===== config.mk =====
export PLATFORM = sky130hd
export DESIGN_NAME = adc_cmd_bridge
export DESIGN_NICKNAME = d
export VERILOG_FILES = /design/src/rtl/adc_bridge_pkg.sv /design/src/rtl/adc_bridge_datapath.sv /design/src/rtl/adc_bridge_ctrl.sv /design/src/rtl/adc_cmd_bridge.sv
export SDC_FILE = /design/constraint.sdc
export NUM_CORES = 1
export LEC_CHECK = 0
export CORE_MARGIN = 5
export CORE_UTILIZATION = 45
export DETAILED_ROUTE_END_ITERATION = 7
export GPL_ROUTABILITY_DRIVEN = 0
export PLACE_DENSITY = 0.61
export SYNTH_ARGS = -nofsm -noshare
export SYNTH_HDL_FRONTEND = slang
export SYNTH_SLANG_ARGS = --single-unit

===== constraint.sdc =====
create_clock -name clk -period 15.3 [get_ports clk]
set_input_delay 3.06 -clock clk [delete_from_list [all_inputs] [get_ports clk]]
set_output_delay 3.06 -clock clk [all_outputs]
set_load 0.05 [all_outputs]

===== src/rtl/adc_bridge_pkg.sv =====
package adc_bridge_pkg;
  localparam int INT_W        = 3;
  localparam int INT_CMD_LOW  = 0;
  localparam int INT_RD_HIGH  = 1;
  localparam int INT_CMD_LOST = 2;

  typedef enum logic [1:0] {ST_IDLE, ST_SHIFT, ST_GAP} serState_t;

  typedef struct packed {
    logic load;   // pop a command into the shifter
    logic shift;  // advance one serial bit
    logic push;   // store the received word
  } ctrlStrobes_t;
endpackage


===== src/rtl/adc_bridge_datapath.sv =====
module adc_bridge_datapath
  import adc_bridge_pkg::*;
#(
  parameter int WORD_W = 32,
  parameter int DEPTH  = 15,
  localparam int LVL_W = $clog2(DEPTH + 1),
  localparam int PTR_W = $clog2(DEPTH)
) (
  input  logic              clk,
  input  logic              rstN,
  input  logic              cmdWrEn,
  input  logic [WORD_W-1:0] cmdWrData,
  input  logic              rdPopEn,
  output logic [WORD_W-1:0] rdData,
  input  ctrlStrobes_t      strobe,
  input  logic              serIn,
  output logic              serOut,
  output logic [LVL_W-1:0]  cmdCnt,
  output logic [LVL_W-1:0]  rdCnt
);
  localparam logic [LVL_W-1:0] FULL_LVL = LVL_W'(DEPTH);
  localparam logic [PTR_W-1:0] LAST_PTR = PTR_W'(DEPTH - 1);

  logic [WORD_W-1:0] cmdMem [DEPTH];
  logic [WORD_W-1:0] rdMem  [DEPTH];
  logic [PTR_W-1:0]  cmdWp, cmdRp, rdWp, rdRp;
  logic [WORD_W-1:0] txReg, rxReg, rxWord;
  logic              cmdPush, rdPop;

  function automatic logic [PTR_W-1:0] nextPtr(input logic [PTR_W-1:0] p);
    return (p == LAST_PTR) ? '0 : p + 1'b1;
  endfunction

  assign cmdPush = cmdWrEn && (cmdCnt != FULL_LVL);
  assign rdPop   = rdPopEn && (rdCnt != '0);
  assign rxWord  = {rxReg[WORD_W-2:0], serIn};
  assign serOut  = txReg[WORD_W-1];
  assign rdData  = rdMem[rdRp];

  always_ff @(posedge clk) begin
    if (cmdPush) cmdMem[cmdWp] <= cmdWrData;
    if (strobe.push) rdMem[rdWp] <= rxWord;
  end

  always_ff @(posedge clk) begin
    if (!rstN) begin
      cmdWp <= '0; cmdRp <= '0; cmdCnt <= '0;
      rdWp  <= '0; rdRp  <= '0; rdCnt  <= '0;
      txReg <= '0; rxReg <= '0;
    end else begin
      if (cmdPush) cmdWp <= nextPtr(cmdWp);
      if (strobe.load) cmdRp <= nextPtr(cmdRp);
      case ({cmdPush, strobe.load})
        2'b10:   cmdCnt <= cmdCnt + 1'b1;
        2'b01:   cmdCnt <= cmdCnt - 1'b1;
        default: ;
      endcase
      if (strobe.push) rdWp <= nextPtr(rdWp);
      if (rdPop) rdRp <= nextPtr(rdRp);
      case ({strobe.push, rdPop})
        2'b10:   rdCnt <= rdCnt + 1'b1;
        2'b01:   rdCnt <= rdCnt - 1'b1;
        default: ;
      endcase
      if (strobe.load) begin
        txReg <= cmdMem[cmdRp];
        rxReg <= '0;
      end else if (strobe.shift) begin
        txReg <= txReg << 1;
        rxReg <= rxWord;
      end
    end
  end

  // a word is only stored when the read queue has room
  a_r6_no_rd_overflow: assert property (@(posedge clk) disable iff (!rstN)
    strobe.push |-> rdCnt != FULL_LVL);
  // command level never exceeds the depth
  a_r2_cmd_bound: assert property (@(posedge clk) disable iff (!rstN)
    cmdCnt <= FULL_LVL);
  // popping an empty read queue leaves it empty
  a_r8_empty_pop: assert property (@(posedge clk) disable iff (!rstN)
    rdPopEn && rdCnt == '0 && !strobe.push |=> rdCnt == '0);
  // the serial line only moves on a load or a shift
  a_r3_serout_hold: assert property (@(posedge clk) disable iff (!rstN)
    !strobe.load && !strobe.shift |=> $stable(serOut));
endmodule


===== src/rtl/adc_bridge_ctrl.sv =====
module adc_bridge_ctrl
  import adc_bridge_pkg::*;
#(
  parameter int WORD_W = 32,
  parameter int DEPTH  = 15,
  parameter int GAP_W  = 4,
  localparam int LVL_W = $clog2(DEPTH + 1),
  localparam int BIT_W = $clog2(WORD_W)
) (
  input  logic             clk,
  input  logic             rstN,
  input  logic             serClkEn,
  input  logic [GAP_W-1:0] cfgGap,
  input  logic [LVL_W-1:0] cmdLevel,
  input  logic [LVL_W-1:0] rdLevel,
  input  logic             cmdWrEn,
  input  logic [LVL_W-1:0] cmdThresh,
  input  logic [LVL_W-1:0] rdThresh,
  input  logic [INT_W-1:0] intEnable,
  input  logic [INT_W-1:0] intClear,
  output ctrlStrobes_t     strobe,
  output logic             frameActive,
  output logic [INT_W-1:0] intStatus,
  output logic             irq
);
  localparam logic [LVL_W-1:0] FULL_LVL = LVL_W'(DEPTH);
  localparam logic [BIT_W-1:0] LAST_BIT = BIT_W'(WORD_W - 1);

  serState_t        state;
  logic [BIT_W-1:0] bitCnt;
  logic [GAP_W-1:0] gapCnt;
  logic [INT_W-1:0] intSet;

  always_comb begin
    strobe       = '0;
    strobe.load  = (state == ST_IDLE) && (cmdLevel != '0) && (rdLevel != FULL_LVL);
    strobe.shift = (state == ST_SHIFT) && serClkEn;
    strobe.push  = strobe.shift && (bitCnt == LAST_BIT);
  end

  always_ff @(posedge clk) begin
    if (!rstN) begin
      state  <= ST_IDLE;
      bitCnt <= '0;
      gapCnt <= '0;
    end else begin
      case (state)
        ST_IDLE: if (strobe.load) begin
          state  <= ST_SHIFT;
          bitCnt <= '0;
        end
        ST_SHIFT: if (strobe.shift) begin
          bitCnt <= bitCnt + 1'b1;
          if (strobe.push) begin
            state  <= ST_GAP;
            gapCnt <= cfgGap;
          end
        end
        ST_GAP: begin
          if (gapCnt == '0) state <= ST_IDLE;
          else if (serClkEn) gapCnt <= gapCnt - 1'b1;
        end
        default: state <= ST_IDLE;
      endcase
    end
  end

  assign frameActive = (state == ST_SHIFT);

  always_comb begin
    intSet               = '0;
    intSet[INT_CMD_LOW]  = cmdLevel < cmdThresh;
    intSet[INT_RD_HIGH]  = rdLevel >= rdThresh;
    intSet[INT_CMD_LOST] = cmdWrEn && (cmdLevel == FULL_LVL);
  end

  always_ff @(posedge clk) begin
    if (!rstN) intStatus <= '0;
    else       intStatus <= (intStatus & ~intClear) | intSet;
  end

  assign irq = |(intStatus & intEnable);

  // no frame may start while pause pulses remain
  a_r7_gap_hold: assert property (@(posedge clk) disable iff (!rstN)
    state == ST_GAP && gapCnt != '0 |=> !frameActive);
  // flags not being cleared stay set
  a_r9_sticky: assert property (@(posedge clk) disable iff (!rstN)
    1'b1 |=> (intStatus & $past(intStatus & ~intClear)) == $past(intStatus & ~intClear));
  // without an enable pulse the frame does not advance
  a_r3_bit_hold: assert property (@(posedge clk) disable iff (!rstN)
    state == ST_SHIFT && !serClkEn |=> state == ST_SHIFT && $stable(bitCnt));
  // a write into a full queue raises the lost flag
  a_r2_lost_flag: assert property (@(posedge clk) disable iff (!rstN)
    cmdWrEn && cmdLevel == FULL_LVL |=> intStatus[INT_CMD_LOST]);
endmodule


===== src/rtl/adc_cmd_bridge.sv =====
module adc_cmd_bridge
  import adc_bridge_pkg::*;
#(
  parameter int WORD_W = 32,
  parameter int DEPTH  = 15,
  parameter int GAP_W  = 4,
  localparam int LVL_W = $clog2(DEPTH + 1)
) (
  input  logic              clk,
  input  logic              rstN,
  input  logic              cmdWrEn,
  input  logic [WORD_W-1:0] cmdWrData,
  input  logic              rdPopEn,
  output logic [WORD_W-1:0] rdData,
  input  logic [GAP_W-1:0]  cfgGap,
  input  logic              serClkEn,
  output logic              serOut,
  input  logic              serIn,
  output logic              frameActive,
  output logic              cmdEmpty,
  output logic              cmdFull,
  output logic [LVL_W-1:0]  cmdLevel,
  output logic              rdEmpty,
  output logic              rdFull,
  output logic [LVL_W-1:0]  rdLevel,
  input  logic [LVL_W-1:0]  cmdThresh,
  input  logic [LVL_W-1:0]  rdThresh,
  input  logic [INT_W-1:0]  intEnable,
  input  logic [INT_W-1:0]  intClear,
  output logic [INT_W-1:0]  intStatus,
  output logic              irq
);
  ctrlStrobes_t strobe;

  adc_bridge_datapath #(.WORD_W(WORD_W), .DEPTH(DEPTH)) datapath_i (
    .clk(clk), .rstN(rstN), .cmdWrEn(cmdWrEn), .cmdWrData(cmdWrData),
    .rdPopEn(rdPopEn), .rdData(rdData), .strobe(strobe), .serIn(serIn),
    .serOut(serOut), .cmdCnt(cmdLevel), .rdCnt(rdLevel)
  );

  adc_bridge_ctrl #(.WORD_W(WORD_W), .DEPTH(DEPTH), .GAP_W(GAP_W)) ctrl_i (
    .clk(clk), .rstN(rstN), .serClkEn(serClkEn), .cfgGap(cfgGap),
    .cmdLevel(cmdLevel), .rdLevel(rdLevel), .cmdWrEn(cmdWrEn),
    .cmdThresh(cmdThresh), .rdThresh(rdThresh), .intEnable(intEnable),
    .intClear(intClear), .strobe(strobe), .frameActive(frameActive),
    .intStatus(intStatus), .irq(irq)
  );

  assign cmdEmpty = (cmdLevel == '0);
  assign cmdFull  = (cmdLevel == LVL_W'(DEPTH));
  assign rdEmpty  = (rdLevel == '0);
  assign rdFull   = (rdLevel == LVL_W'(DEPTH));
endmodule


==> metrics.yaml <==
routing:
  drt-initial-drc-count: 1807
  met2_wirelength_mm: 46.7
  viasPerCell: 5.72
  met3_length_mm: 4.75
  top_layer_used: "met5"
  routedWlPerCell_um: 25.4
  routed-via-count: 20500
  totalWireLength_mm: 90.8
  drc_errors: 0
  ant_nets: 0
  met1_length_mm: 37.4
  firstDrtPassIters: 7
hold_path:
  hold_class: "reg2reg"
  hold_start: "datapath_i.txReg[18]"
  whs_endpoint: "datapath_i.txReg[19]"
  holdPathStages: 2
cells_and_area:
  drive_gt1_share_pct: 20.8
  final_cell_mix: "edfxtp_1, mux4_2, nand2_1"
  nNetsFinal: 2374
  n_fill_cell: 7189
  synthToLayoutAreaGrowth_pct: 14.5
  final_core_util_pct: 51.7
  layout_commonest_cell: "edfxtp_1"
synth:
  synth_area_per_cell_sq_um: 19.1
  ys_seq_area_share_pct: 75.2
  synth_nets: 2237
  synth_area_sq_um: 41200
  ys_async_sr_fraction_pct: 0
  syn_inst: 2164
  yosys_warnings: 0
  synth-seq-cells: 1069
  synth_ff_type: "edfxtp_1"
  synth_edf_count: 960
  synthDistinctLibCells: 55
sta:
  setup_tns_ns: 0
  period_minus_slack_ns: 7.66
  setup_violations: 0
  worst_pin_slew_ns: 1.06
  fin_skew_ns: 0.0319
  final.period_utilization_pct: 50.1
  whs_ns: 0.464
  worst_slack_ns: 7.64
  relSlewSlack_pct: 29.2
  slew_violations: 0
  max_freq_ghz: 0.130
  rsz0062_at_grt: "no"
  hold_viol: 0
setup_path:
  required_ns: 12.24
  path_class: "reg2out"
  r2r_cells: 6
  start_kind: "register"
  r2r-end: "datapath_i.txReg[15]"
  rrSetupSlack_ns: 11.71
  endpoint_kind: "output port"
  path_max_fanout: 68
  crit_arrival_ns: 4.60
die:
  core_area_sq_um: 91200
  chipHeight_um: 313
  die_area_sq_um: 97800
  pin_count: 106
  start_util_pct: 45.2
  fp-row-count: 111
  die_w_um: 313
global_routing:
  antenna_found_initial: 5
  grt-ovfl-total: 0
  grt_pass1_wl_mm: 136
  grt_use_total_pct: 18.5
  grt_pass1_vias: 21200
  grt_max_degree: 69
power:
  vdd_drop_max_uv: 114
  leakage_nw: 15.1
  powerDensity_nw_per_um2: 136
  finalPower_w: 0.00644
placement:
  place_ws_ns: 7.67
  post-dp-hpwl_mm: 45.5
  io_buffers: 105
clocking:
  cts_made_buffers: 108
  cts_tree: "yes"
  post-cts-setup-buffers: 0
  clockBufferDepth: 3
  cts_resized: 0
  cts_sinks: 1069
  clkTransAtPathRegs_ns: 0.06
  root_buffer: "clkbuf_16"
  clock_latency_ns: 0.69
  ctsHoldBuffers: 0
  h-tree-depth: 3
run:
  max_cap_violations: 0
status:
  status: "finished, final reports clean"
==> sequential cells by signal, summed over array words and instances, names as in the netlist, named ones only <==
signal,count
datapath_i.rdCnt,4
datapath_i.rdWp,4
datapath_i.cmdMem,480
datapath_i.rxReg,31
datapath_i.txReg,32
ctrl_i.intStatus,3
datapath_i.cmdWp,4
datapath_i.rdMem,480
ctrl_i.gapCnt,4
datapath_i.cmdRp,4
datapath_i.cmdCnt,4
ctrl_i.state,2
datapath_i.rdRp,4
ctrl_i.bitCnt,5
==> layout make-up <==
cell class | count | area, sq um | share of cell area [%]
well taps | 1186 | 1480 | 3.14
inverters | 18 | 68.8 | 0.146
multi-input cells | 953 | 9770 | 20.7
flip-flops and latches | 1069 | 31000 | 65.7
diodes | 3 | 7.51 | 0.0159
clock buffers | 161 | 3190 | 6.76
clock inverters | 41 | 254 | 0.538
repair buffers | 151 | 1400 | 2.96
==> per-layer routing <==
metal  vias to the layer above  GRT usage (%)
met5                         -              0
met4                         2           4.51
met3                       153           3.24
met2                       507           32.2
met1                     10800           24.6
li1                       9007              -
==> where the power goes <==
part	internal [W]	leakage [nW]	switching, W
Sequential	0.00322	10.3	0.0000748
Combinational	0.000267	3.10	0.000347
Clock	0.00146	1.71	0.00107
Total	0.00494	15.1	0.00149
==> kinds of logic (layout without fill, tap and decap cells) <==
kind of cell	count (synthesis)	after routing	share of synthesized area [%]
AO/OA/AOI/OAI	252	252	3.78
XOR/XNOR	9	9	0.191
adder cells (fa/ha/maj)	17	17	0.516
buffers and inverters	142	371	1.60
flip-flops	1069	1069	75.2
multiplexers	337	337	15.0
other	0	3	0
AND/OR/NAND/NOR	338	338	3.72
==> metrics by stage <==
stage,cell area (sq um),instances
floorplan,41200,2164
global placement,43800,3377
detailed placement,43800,3377
CTS,47200,3579
global route,47200,3579
finish,47200,3582
==> cell usage after synthesis, types with 10 or more instances <==
cell / n / area, sq um
nor3_1: 10 / 50.1
edfxtp_1: 960 / 28800
o311ai_0: 16 / 140
clkbuf_1: 69 / 259
a21oi_1: 82 / 410
a211oi_1: 18 / 135
mux2_2: 16 / 180
dfxtp_1: 109 / 2180
inv_1: 15 / 56.3
and2_1: 22 / 138
o21ai_0: 82 / 410
nand2_1: 188 / 706
nor2_1: 51 / 191
a311oi_1: 19 / 166
nand2b_1: 10 / 62.6
mux4_2: 223 / 5020
buf_2: 29 / 145
ha_1: 17 / 213
mux2i_1: 98 / 981
o32ai_1: 17 / 149
buf_4: 10 / 75.1
==> worst max-delay path, stage by stage (launching register included) <==
cell,delay [ns]
dfxtp_4,0.57
buf_4,0.73
buf_4,0.83
mux4_2,0.41
mux4_2,0.54
clkdlybuf4s50_1,0.73
==> worst max-delay path by stage <==
stage | startpoint | to | slack, ns | depth (start not counted)
floorplan | cmdWrEn | datapath_i.cmdMem[0][0] | 8.12 | 3
global placement | intEnable[0] | irq | 7.63 | 4
detailed placement | intEnable[0] | irq | 7.67 | 4
CTS | register | rdData[26] | 7.50 | 5
global route | register | rdData[26] | 7.39 | 5
finish | register | rdData[26] | 7.64 | 5
Power figures use the tool's default switching activity.
